`src/rtl/rxsb_pkg.sv`:
```
package rxsb_pkg;
    typedef enum logic [1:0] {
        SB_NORMAL = 2'b00,
        SB_SHORT  = 2'b01,
        SB_BYPASS = 2'b10,
        SB_SPARE  = 2'b11
    } sb_mode_e;

    typedef struct packed {
        logic ctrl;
        logic unctrl;
        logic dir;
    } sb_event_t;
endpackage

```
`src/rtl/rxsb_store.sv`:
```
module rxsb_store #(
    parameter int DEPTH_MAX = 512,
    localparam int AW = $clog2(DEPTH_MAX)
) (
    input  logic          clk,
    input  logic          rst_n,
    input  logic          wr_en,
    input  logic          wr_bit,
    input  logic          realign,
    input  logic [AW:0]   depth,
    input  logic [AW-1:0] rd_addr,
    output logic          rd_data,
    output logic [AW-1:0] wptr
);
    typedef struct packed {
        logic [DEPTH_MAX-1:0] mem;
        logic [AW-1:0]        wptr;
    } store_t;

    store_t st_d, st_q;
    logic [AW:0] wnext;

    always_comb begin
        st_d  = st_q;
        wnext = {1'b0, st_q.wptr} + 1'b1;
        if (realign) begin
            st_d.wptr = '0;
        end else if (wr_en) begin
            st_d.mem[st_q.wptr] = wr_bit;
            st_d.wptr = (wnext >= depth) ? '0 : wnext[AW-1:0];
        end
    end

    always_ff @(posedge clk or negedge rst_n) begin
        if (!rst_n) st_q <= '0;
        else        st_q <= st_d;
    end

    assign rd_data = st_q.mem[rd_addr];
    assign wptr    = st_q.wptr;

    assert_wptr_step_R1: assert property (@(posedge clk) disable iff (!rst_n)
        (wr_en && !realign && (({1'b0, st_q.wptr} + 1'b1) < depth))
        |=> (st_q.wptr == AW'($past(st_q.wptr) + 1'b1)));
endmodule

```
`src/rtl/rxsb_reader.sv`:
```
module rxsb_reader import rxsb_pkg::*; #(
    parameter int T1_LEN    = 193,
    parameter int E1_LEN    = 256,
    parameter int T1_DLY_TH = 192,
    parameter int GUARD     = 16,
    parameter int AW        = 9
) (
    input  logic          clk,
    input  logic          rst_n,
    input  logic [1:0]    mode,
    input  logic          e1_sel,
    input  logic          rd_en,
    input  logic [AW-1:0] wptr,
    input  logic          rd_data,
    output logic [AW-1:0] rd_addr,
    output logic          realign,
    output logic [AW:0]   depth,
    output logic          rd_bit,
    output logic          rd_fsync,
    output logic          dly,
    output logic          bypass,
    output sb_event_t     ev
);
    localparam int CW = AW + 2;
    localparam logic [CW-1:0] T1_L  = CW'(T1_LEN);
    localparam logic [CW-1:0] E1_L  = CW'(E1_LEN);
    localparam logic [CW-1:0] GRD   = CW'(GUARD);
    localparam logic [CW-1:0] ONE   = CW'(1);

    typedef struct packed {
        logic [AW-1:0] rptr;
        logic [AW-1:0] rcnt;
        logic [1:0]    mode;
        logic          e1;
        logic          revert;
        logic          bit_o;
        logic          fsync;
    } rd_state_t;

    rd_state_t st_d, st_q;

    function automatic logic [AW-1:0] wrap_add(input logic [AW-1:0] a,
                                               input logic [CW-1:0] b,
                                               input logic [CW-1:0] d);
        logic [CW-1:0] s;
        s = {2'b00, a} + b;
        if (s >= d) s = s - d;
        return s[AW-1:0];
    endfunction

    function automatic logic [AW-1:0] wrap_sub(input logic [AW-1:0] a,
                                               input logic [CW-1:0] b,
                                               input logic [CW-1:0] d);
        logic [CW-1:0] ax, r;
        ax = {2'b00, a};
        r  = (ax >= b) ? (ax - b) : (ax + d - b);
        return r[AW-1:0];
    endfunction

    logic [CW-1:0] len_q, len_in, depth_q;
    logic [AW-1:0] sep, pos_eff;
    logic          cfg_chg, rev_set;
    logic [CW-1:0] pos_inc;

    assign len_q   = st_q.e1 ? E1_L : T1_L;
    assign len_in  = e1_sel ? E1_L : T1_L;
    assign depth_q = len_q + len_q;
    assign sep     = wrap_sub(wptr, {2'b00, st_q.rptr}, depth_q);
    assign cfg_chg = (mode != st_q.mode) || (e1_sel != st_q.e1);

    // Slip decision and read address; uses pointers only, never the read data.
    always_comb begin
        rd_addr = st_q.rptr;
        pos_eff = st_q.rcnt;
        rev_set = 1'b0;
        ev      = '0;
        if (cfg_chg) begin
            ev.unctrl = 1'b1;
        end else if (rd_en) begin
            if (st_q.mode == SB_BYPASS) begin
                rd_addr = wrap_sub(wptr, ONE, depth_q);
            end else if (st_q.mode == SB_SHORT && !st_q.revert) begin
                if (sep == '0) begin
                    rd_addr   = wrap_add(wptr, len_q, depth_q);
                    pos_eff   = '0;
                    ev.unctrl = 1'b1;
                end else if (st_q.rcnt == '0 && {2'b00, sep} > depth_q - GRD) begin
                    rd_addr = wrap_add(st_q.rptr, len_q, depth_q);
                    ev.ctrl = 1'b1;
                    rev_set = 1'b1;
                end
            end else if (st_q.rcnt == '0) begin
                if ({2'b00, sep} < GRD) begin
                    rd_addr = wrap_sub(st_q.rptr, len_q, depth_q);
                    ev.ctrl = 1'b1;
                    ev.dir  = 1'b1;
                end else if ({2'b00, sep} > depth_q - GRD) begin
                    rd_addr = wrap_add(st_q.rptr, len_q, depth_q);
                    ev.ctrl = 1'b1;
                end
            end
        end
    end

    // Next state from the decision above and the stored bit.
    always_comb begin
        st_d       = st_q;
        st_d.fsync = 1'b0;
        pos_inc    = {2'b00, pos_eff} + ONE;
        if (cfg_chg) begin
            st_d.mode   = mode;
            st_d.e1     = e1_sel;
            st_d.rptr   = len_in[AW-1:0];
            st_d.rcnt   = '0;
            st_d.revert = 1'b0;
        end else if (rd_en) begin
            st_d.bit_o = rd_data;
            st_d.rptr  = wrap_add(rd_addr, ONE, depth_q);
            st_d.fsync = (pos_eff == '0);
            st_d.rcnt  = (pos_inc >= len_q) ? '0 : pos_inc[AW-1:0];
            if (rev_set) st_d.revert = 1'b1;
        end
    end

    always_ff @(posedge clk or negedge rst_n) begin
        if (!rst_n) begin
            st_q      <= '0;
            st_q.rptr <= T1_L[AW-1:0];
        end else begin
            st_q <= st_d;
        end
    end

    assign realign  = cfg_chg;
    assign depth    = depth_q[AW:0];
    assign rd_bit   = st_q.bit_o;
    assign rd_fsync = st_q.fsync;
    assign bypass   = (st_q.mode == SB_BYPASS);
    assign dly      = {2'b00, sep} > (st_q.e1 ? E1_L : CW'(T1_DLY_TH));

    assert_rptr_range_R1: assert property (@(posedge clk) disable iff (!rst_n)
        ({2'b00, st_q.rptr} < depth_q));

    assert_sync_kept_R2: assert property (@(posedge clk) disable iff (!rst_n)
        ev.ctrl |=> (st_q.rcnt == AW'(1)));

    assert_bypass_quiet_R9: assert property (@(posedge clk) disable iff (!rst_n)
        (st_q.mode == SB_BYPASS && !cfg_chg) |-> (!ev.ctrl && !ev.unctrl));
endmodule

```
`src/rtl/rxsb_flags.sv`:
```
module rxsb_flags import rxsb_pkg::*; #(
    parameter int HOLD_CYC = 64,
    localparam int HW = $clog2(HOLD_CYC + 1)
) (
    input  logic      clk,
    input  logic      rst_n,
    input  sb_event_t ev,
    input  logic      hold_sel,
    input  logic      status_rd,
    input  logic      bypass,
    output logic      slip_ctrl,
    output logic      slip_unctrl,
    output logic      slip_dir,
    output logic      slip_any
);
    typedef struct packed {
        logic          c;
        logic          u;
        logic          dir;
        logic [HW-1:0] cnt;
    } flag_t;

    flag_t fl_d, fl_q;

    always_comb begin
        fl_d = fl_q;
        if (ev.ctrl || ev.unctrl) begin
            if (status_rd && !hold_sel) begin
                fl_d.c = 1'b0;
                fl_d.u = 1'b0;
            end
            fl_d.c   = fl_d.c | ev.ctrl;
            fl_d.u   = fl_d.u | ev.unctrl;
            fl_d.dir = ev.dir;
            fl_d.cnt = HW'(HOLD_CYC);
        end else begin
            if (!hold_sel) begin
                if (status_rd) begin
                    fl_d.c = 1'b0;
                    fl_d.u = 1'b0;
                end
            end else if (fl_q.cnt == HW'(1)) begin
                fl_d.c = 1'b0;
                fl_d.u = 1'b0;
            end
            if (fl_q.cnt != '0) fl_d.cnt = fl_q.cnt - 1'b1;
        end
    end

    always_ff @(posedge clk or negedge rst_n) begin
        if (!rst_n) fl_q <= '0;
        else        fl_q <= fl_d;
    end

    assign slip_ctrl   = fl_q.c & ~bypass;
    assign slip_unctrl = fl_q.u;
    assign slip_dir    = fl_q.dir;
    assign slip_any    = slip_ctrl | slip_unctrl;

    assert_event_wins_R11: assert property (@(posedge clk) disable iff (!rst_n)
        ev.ctrl |=> fl_q.c);

    assert_clear_on_read_R11: assert property (@(posedge clk) disable iff (!rst_n)
        (!hold_sel && status_rd && !ev.ctrl && !ev.unctrl) |=> (!fl_q.c && !fl_q.u));

    assert_hold_keep_R12: assert property (@(posedge clk) disable iff (!rst_n)
        (hold_sel && fl_q.cnt > HW'(1) && fl_q.u) |=> fl_q.u);
endmodule

```
`src/rtl/rx_slip_buffer.sv`:
```
module rx_slip_buffer import rxsb_pkg::*; #(
    parameter int T1_LEN    = 193,
    parameter int E1_LEN    = 256,
    parameter int T1_DLY_TH = 192,
    parameter int GUARD     = 16,
    parameter int HOLD_CYC  = 64
) (
    input  logic       clk,
    input  logic       rst_n,
    input  logic [1:0] mode_sel,
    input  logic       e1_sel,
    input  logic       hold_sel,
    input  logic       wr_en,
    input  logic       wr_bit,
    input  logic       rd_en,
    output logic       rd_bit,
    output logic       rd_fsync,
    input  logic       status_rd,
    output logic       slip_ctrl,
    output logic       slip_unctrl,
    output logic       slip_dir,
    output logic       slip_any,
    output logic       dly_gt_frame
);
    localparam int DEPTH_MAX = 2 * E1_LEN;
    localparam int AW        = $clog2(DEPTH_MAX);

    logic [AW-1:0] wptr, rd_addr;
    logic [AW:0]   depth;
    logic          rd_data, realign, bypass;
    sb_event_t     ev;

    rxsb_store #(.DEPTH_MAX(DEPTH_MAX)) store_i (
        .clk(clk), .rst_n(rst_n), .wr_en(wr_en), .wr_bit(wr_bit),
        .realign(realign), .depth(depth), .rd_addr(rd_addr),
        .rd_data(rd_data), .wptr(wptr)
    );

    rxsb_reader #(
        .T1_LEN(T1_LEN), .E1_LEN(E1_LEN), .T1_DLY_TH(T1_DLY_TH),
        .GUARD(GUARD), .AW(AW)
    ) reader_i (
        .clk(clk), .rst_n(rst_n), .mode(mode_sel), .e1_sel(e1_sel),
        .rd_en(rd_en), .wptr(wptr), .rd_data(rd_data), .rd_addr(rd_addr),
        .realign(realign), .depth(depth), .rd_bit(rd_bit),
        .rd_fsync(rd_fsync), .dly(dly_gt_frame), .bypass(bypass), .ev(ev)
    );

    rxsb_flags #(.HOLD_CYC(HOLD_CYC)) flags_i (
        .clk(clk), .rst_n(rst_n), .ev(ev), .hold_sel(hold_sel),
        .status_rd(status_rd), .bypass(bypass), .slip_ctrl(slip_ctrl),
        .slip_unctrl(slip_unctrl), .slip_dir(slip_dir), .slip_any(slip_any)
    );

    assert_cfg_resync_R6: assert property (@(posedge clk) disable iff (!rst_n)
        realign |=> (slip_unctrl && !slip_dir && (wptr == '0)));
endmodule

```
`config.mk`:
```
export PLATFORM = sky130hd
export DESIGN_NAME = rx_slip_buffer
export DESIGN_NICKNAME = d
export VERILOG_FILES = /design/src/rtl/rxsb_pkg.sv /design/src/rtl/rxsb_store.sv /design/src/rtl/rxsb_reader.sv /design/src/rtl/rxsb_flags.sv /design/src/rtl/rx_slip_buffer.sv
export SDC_FILE = /design/constraint.sdc
export NUM_CORES = 1
export LEC_CHECK = 0
export ABC_AREA = 1
export BUFFER_PORTS_ARGS = -buffer_cell sky130_fd_sc_hd__clkbuf_2
export CAP_MARGIN = 15
export CORE_MARGIN = 2
export CORE_UTILIZATION = 25
export DETAILED_ROUTE_END_ITERATION = 6
export PLACE_DENSITY = 0.48
export SLEW_MARGIN = 20
export SYNTH_ARGS = -nofsm -noshare
export SYNTH_HDL_FRONTEND = slang
export SYNTH_HIERARCHICAL = 1
export SYNTH_SLANG_ARGS = --single-unit
```
`constraint.sdc`:
```
create_clock -name clk -period 15.4 [get_ports clk]
set_input_delay 0.77 -clock clk [delete_from_list [all_inputs] [get_ports clk]]
set_output_delay 0.77 -clock clk [all_outputs]
set_load 0.01 [all_outputs]
```
Word-level counts from Yosys, hierarchy flattened
Cells that the tools add are included.
{"block": "op_classes", "n_bitwise": 6, "order_cmp": 14, "addsub": 19, "eq_ne": 6, "reduce_logical": 21, "n_mux": 66}
{"cell": "$bwmux W512", "count": 1}
{"cell": "$mux W9", "count": 27}
{"cell": "$sub A9 B9 Y9", "count": 7}
{"cell": "$mux W18", "count": 2}
{"cell": "$ge A11 B11 Y1", "count": 3}
{"cell": "$add A9 B1 Y10 const B", "count": 3}
{"cell": "$add A9 B9 Y10", "count": 3}
{"cell": "$logic_not A9 Y1", "count": 3}
{"cell": "$mux W1", "count": 23}
{"cell": "$gt A9 B11 Y1", "count": 2}
{"cell": "$lt A9 B10 Y1 const B", "count": 2}
{"cell": "$add A9 B9 Y9", "count": 2}
{"cell": "$ge A9 B1 Y1 const B", "count": 2}
{"cell": "$sub A9 B1 Y9 const B", "count": 2}
{"cell": "$mux W7", "count": 2}
{"cell": "$mux W2", "count": 6}
{"cell": "$ge A10 B11 Y1", "count": 1}
{"cell": "$ge A9 B11 Y1", "count": 1}
{"cell": "$sub A11 B5 Y11 const B", "count": 1}
{"cell": "$ge A10 B10 Y1", "count": 1}
{"cell": "$bmux W1 S9", "count": 1}
{"cell": "$demux W1 S9", "count": 1}
{"cell": "$ge A9 B9 Y1", "count": 1}
{"cell": "$lt A9 B5 Y1 const B", "count": 1}
{"cell": "18 further kinds", "count": 34}
{"block": "totals", "ff_bits": 555, "inputBits": 10, "out_inout_bits": 7}

Longest topological paths before layout
{"block": "logic_depth", "depth_word": 18, "mapped_depth": 52, "depth_no_buf": 50}

Modules after synthesis
The synthesis kept the hierarchy.
{"mod": "rxsb_store", "cells_each": 3302, "n_inst": 1, "area_per_inst_um2": 27174.8}
{"mod": "rxsb_reader", "cells_each": 1058, "n_inst": 1, "area_per_inst_um2": 6461.2}
{"mod": "rxsb_flags", "cells_each": 69, "n_inst": 1, "area_per_inst_um2": 580.6}

Worst setup path after synthesis
OpenSTA, ideal clock, no wires.
{"block": "synth_timing", "path_type": "register to register", "startpoint": "register reader_i/st_q[3] (netlist bit)", "endpoint": "register reader_i/st_q[20] (netlist bit)", "required_time_ns": 15.283, "stages_incl_launch_ff": 52, "period_less_slack_ns": 6.511, "setup_slack_ns": 8.889, "t_arrival_ns": 6.394, "path_buffers": 2, "setup_ns": 0.117, "path_cell_list": "dfrtp_1 inv_1 ha_1 inv_1 nor2_1 inv_1 nor2_1 inv_1 nand2_1 inv_1 ha_1 a21oi_1 o21a_1 nand2_1 nand2_1 nand3_1 nand2_2 inv_2 [... 16 more ...] inv_1 ha_1 nand4_1 or2_2 xor2_1 inv_1 ha_1 nand2_1 inv_1 nand4_1 nor2_1 a21boi_2 nand2_2 buf_6 nand2_1 nand2_1 nand3_1 nand2_1"}
{"block": "synth_via", "elab_chain_cells": 18, "word_cells_on_any_way": 43, "classes_between": "14 x add/sub; 6 x order compare; 1 x eq/ne; 18 x mux; 4 x reduce/logical"}
{"item": "start: declaration", "line_no": "rxsb_reader.sv:40", "rtl": "rd_state_t st_d, st_q;"}
{"item": "start signal: assignment", "line_no": "rxsb_reader.sv:130", "rtl": "st_q <= st_d;"}
{"item": "$mux W9 *", "line_no": "rxsb_reader.sv:65", "rtl": "assign len_q = st_q.e1 ? E1_L : T1_L;"}
{"item": "$add A9 B9 Y10 *", "line_no": "rxsb_reader.sv:67", "rtl": "assign depth_q = len_q + len_q;"}
{"item": "via depth[1]", "line_no": "rx_slip_buffer.sv:29", "rtl": "logic [AW:0] depth;"}
{"item": "$add A9 B9 Y9", "line_no": "rxsb_reader.sv:56", "rtl": "r = (ax >= b) ? (ax - b) : (ax + d - b);"}
{"item": "$sub A9 B9 Y9", "line_no": "rxsb_reader.sv:56"}
{"item": "$mux W9", "line_no": "rxsb_reader.sv:56"}
{"item": "$gt A9 B11 Y1", "line_no": "rxsb_reader.sv:87, rxsb_reader.sv:97"}
{"item": "$mux W9 or $logic_and A1 B1 Y1 (tied branches)", "line_no": "rxsb_reader.sv:97, rxsb_reader.sv:87"}
{"item": "[... 4 more ...]"}
{"item": "$mux W9 *", "line_no": "rxsb_reader.sv:79", "rtl": "end else if (rd_en) begin"}
{"item": "$mux W9 *", "line_no": "rxsb_reader.sv:77", "rtl": "if (cfg_chg) begin"}
{"item": "via rd_addr[1]", "line_no": "rx_slip_buffer.sv:28", "rtl": "logic [AW-1:0] wptr, rd_addr;"}
{"item": "$add A9 B1 Y10 *", "line_no": "rxsb_reader.sv:46", "rtl": "s = {2'b00, a} + b;"}
{"item": "$sub A9 B9 Y9 or $ge A10 B11 Y1 (tied branches)", "line_no": "rxsb_reader.sv:47", "rtl": "if (s >= d) s = s - d;"}
{"item": "$mux W9 *", "line_no": "rxsb_reader.sv:47"}
{"item": "$mux W18 *", "line_no": "rxsb_reader.sv:116", "rtl": "end else if (rd_en) begin"}
{"item": "$mux W18 *", "line_no": "rxsb_reader.sv:110", "rtl": "if (cfg_chg) begin"}
The timed path passes the listed nets; every way through them passes the cells marked *. The select of a mux whose other input is x is not followed.
A chain may end at the register's enable or synchronous reset.

Worst setup path after layout
{"block": "layout_timing", "startpoint": "register store_i.st_q (netlist bit store_i/wptr[1])", "endpoint": "register reader_i.st_q (netlist bit reader_i/rd_bit)"}
{"block": "layout_via", "elab_chain_cells": 13, "word_cells_on_any_way": 28, "classes_between": "7 x add/sub; 5 x order compare; 14 x mux; 2 x reduce/logical"}
{"item": "start: declaration", "line_no": "rxsb_store.sv:20", "rtl": "store_t st_d, st_q;"}
{"item": "start signal: assignment", "line_no": "rxsb_store.sv:36", "rtl": "else st_q <= st_d;"}
{"item": "$add A9 B9 Y9", "line_no": "rxsb_reader.sv:56"}
{"item": "$sub A9 B9 Y9", "line_no": "rxsb_reader.sv:56"}
{"item": "$mux W9", "line_no": "rxsb_reader.sv:56"}
{"item": "$gt A9 B11 Y1", "line_no": "rxsb_reader.sv:87, rxsb_reader.sv:97"}
{"item": "$mux W9 or $logic_and A1 B1 Y1 (tied branches)", "line_no": "rxsb_reader.sv:97, rxsb_reader.sv:87"}
{"item": "$mux W9 (on tied branches)", "line_no": "rxsb_reader.sv:93, rxsb_reader.sv:87"}
{"item": "$mux W9 (on tied branches)", "line_no": "rxsb_reader.sv:92, rxsb_reader.sv:83"}
{"item": "$mux W9", "line_no": "rxsb_reader.sv:82", "rtl": "end else if (st_q.mode == SB_SHORT && !st_q.revert) begin"}
{"item": "$mux W9 *", "line_no": "rxsb_reader.sv:80", "rtl": "if (st_q.mode == SB_BYPASS) begin"}
{"item": "$mux W9 *", "line_no": "rxsb_reader.sv:79"}
{"item": "$mux W9 *", "line_no": "rxsb_reader.sv:77"}
{"item": "via rd_addr[0]", "line_no": "rx_slip_buffer.sv:28"}
{"item": "$bmux W1 S9 *", "line_no": "rxsb_store.sv:39", "rtl": "assign rd_data = st_q.mem[rd_addr];"}
{"item": "$mux W1 (not written as such) *", "line_no": "rxsb_store.sv:39"}
{"item": "via rd_data", "line_no": "rx_slip_buffer.sv:30", "rtl": "logic rd_data, realign, bypass;"}
Marked as above.

==> flow_summary.toml <==
[pwr]
vdd.ir_drop.worst_v = 0.0000926
p_per_area_mw_per_mm2 = 96.5
p_leak_nw = 19.1

[worst_setup_path]
rrSetupSlack_ps = 7240
worst_path_largest_cell_delay_ps = 760
crit_top_cell = "nand2_1"
path_class = "reg -> reg"
crit_fanout = 130
cpMaxStageDelayCell = "buf_4"
critPathArrivalTime_ps = 8710
worstSetupEndpointType = "register"
start_kind = "register"
crit_family = "simple AND/OR/NAND/NOR gates"
crit_buf_inv = 8
crit_required_ps = 15950

[floorplan]
die_w_um = 374
pin_count = 17
die-height_um = 374
initial_utilization = 0.252
core_mm2 = 0.136
fp-row-count = 135
fp.dieArea_mm2 = 0.140

[global_route]
antenna_found_initial = 1
grt_busiest_layer = "met2"
overflow = 0
met2_usage = 0.260
grt_pass1_vias = 28600
grt.met3_usage = 0.0187
grt_use_total = 0.162
grt_max_degree = 215
grt_pass1_wl_um = 179000
met1_usage = 0.230

[clock_network]
root_buffer = "clkbuf_16"
h-tree-depth = 3
postCtsHoldBufs = 0
ctsResizeCount = 0
cts_setup_buffers = 0
cts.path.max_buffers = 3
cts_tree = "yes"
clkLatencyLatePin_ps = 640
cts-buffers-inserted = 67
cts.sinks = 555
path_clk_slew_ps = 60

[sta]
min_period_over_period = 0.530
finClkSkew_ps = 36.8
clock.fmax_mhz = 123
hold_viol = 0
rsz0062_at_grt = "false"
period_needed_ps = 8160
max_slew_margin = 0.227
tightest_slew_ps = 1160
setup_violations = 0
finalWorstSetupSlack_ps = 7240
tns_ps = 0
drv_slew = 0

[synth]
synth_seq_cells = 555
syn_area_mm2 = 0.0342
synth-edff-count = 0
synthArstFlopShare = 1.00
synth_ff_type = "dfrtp_1"
syn_inst = 4429
synth_seq_area_share = 0.406
syn-mean-instance-area_um2 = 7.73
synth.distinct_cells = 61
ys_warn_count = 6

[placement]
io_buffers = 16
dp_slack_ps = 7370
hpwlAfterDp_um = 63900
routabilityCongestion = 0.851

[detailed_routing]
initialDrtViolationCount = 2799
dr.pass1.iters = 5
detail_route.wl_per_cell_um = 19.0
route.detailed.drc = 0
ant_nets = 0
drt-total-wl_um = 115000
vias_per_cell = 4.97
dr_total_vias = 30100

[status]
status = "complete, no violations"

[worst_hold_path]
hold_path_class = "in -> async"

[final_layout]
fillCellCount = 14800
final_common_cell = "nand2_1"
layout_common_cells = "nand2_1 (1028), nand3_1 (632), dfrtp_1 (552)"
antennaDiodeCount = 0
regArea_mm2 = 0.0139
drive_gt1_frac = 0.0810
multi_input_area_mm2 = 0.0171
fin_nets = 4338
area_growth_pct = 9.91

[job]
drv_cap = 0
-- through the flow --
stage               instances  hold slack (ps)  utilization  total power, mW  instance area, um2
floorplan                4434              444            -             1.88               34200
global placement         5938              457        0.261             2.05               35400
detailed placement       5939              466        0.261             2.04               35400
CTS                      6054              242        0.277             3.68               37600
global route             6054              282        0.277             3.79               37600
finish                   6054              234        0.277             3.63               37600
-- registers in the layout (all words and copies together) (netlist names) --
| name | count |
|---|---|
| flags_i/fl_q | 8 |
| flags_i/slip_dir | 1 |
| flags_i/slip_unctrl | 1 |
| reader_i/rd_bit | 1 |
| reader_i/rd_fsync | 1 |
| reader_i/st_q | 22 |
| store_i/st_q | 512 |
| store_i/wptr | 9 |
-- worst paths after layout --
check	from	end	cells past startpoint
max	store_i/wptr[1]	reader_i/rd_bit	46
min	rst_n	store_i/st_q[274]	1
max reg2reg	store_i/wptr[1]	reader_i/rd_bit	46
min reg2reg	store_i/st_q[122]	store_i/st_q[122]	2
max in group asynchronous	rst_n	store_i/st_q[242]	3
min in group clk	mode_sel[0]	reader_i/st_q[4]	1
-- where the power goes --
| part | leakage, nW | internal [mW] | switching [mW] |
|---|---|---|---|
| combinational | 10.3 | 0.140 | 0.403 |
| sequential | 7.72 | 1.47 | 0.00969 |
| clock | 1.08 | 0.933 | 0.680 |
-- synth_stat cells, types with 3 or more instances --
master / number / area (um2)
xnor2_1: 18 / 158
nand4_1: 21 / 131
buf_1: 11 / 41.3
inv_2: 27 / 101
nand3_1: 632 / 3160
nand2_2: 26 / 163
a21oi_1: 385 / 1930
buf_2: 163 / 816
clkbuf_1: 127 / 477
ha_1: 97 / 1210
nor3_1: 14 / 70.1
mux2i_1: 178 / 1780
nor2_4: 10 / 113
a31oi_1: 325 / 2030
o21ai_1: 10 / 50.1
buf_4: 32 / 240
or2_2: 6 / 37.5
o21ai_0: 45 / 225
dfrtp_1: 552 / 13800
o21bai_1: 6 / 45.0
nor2_2: 15 / 93.8
dfstp_2: 3 / 78.8
buf_6: 27 / 304
a21oi_2: 3 / 26.3
nand2_1: 1028 / 3860
inv_4: 4 / 25.0
nor2_1: 152 / 571
nand3_2: 9 / 90.1
o22ai_1: 10 / 62.6
nor4_1: 4 / 25.0
fa_1: 4 / 80.1
o211ai_1: 10 / 75.1
nand3b_1: 6 / 45.0
inv_1: 377 / 1420
nand2_4: 8 / 90.1
nor3_2: 3 / 30.0
clkinv_1: 6 / 22.5
xor2_1: 43 / 377
-- metal layers --
metal,routed length [um],vias up,share of wire
li1,-,14400,-
met1,54200,14600,0.47
met2,52600,897,0.46
met3,6000,154,0.052
met4,2470,2,0.021
met5,13,-,0.00011
-- cells by family after synthesis --
group / after synthesis / synth area share
and+or+nand+nor: 1944 / 0.251
buffers and inverters: 776 / 0.101
xor gates and xnor gates: 63 / 0.0166
DFF: 555 / 0.406
AOI/OAI and AO/OA: 811 / 0.135
muxes: 178 / 0.0521
other: 1 / 0.000110
adders and majority gates: 101 / 0.0378
-- layout make-up --
cell class	count	share of cell area
Multi-Input combinational cell	3103	0.454
Sequential cell	555	0.369
Tap cell	1781	0.0593
Clock buffer	96	0.0515
Inverter	414	0.0421
Timing Repair Buffer	86	0.0169
Clock inverter	19	0.00685
-- worst register-to-register path, delay by kind of cell (launching register included) --
family | cells | cell delay [ps]
DFF | 1 | 640
AOI/OAI and AO/OA | 2 | 300
and+or+nand+nor | 33 | 3530
adders and majority gates | 3 | 890
buffers and inverters | 8 | 2730
Power figures use the tool's default switching activity.
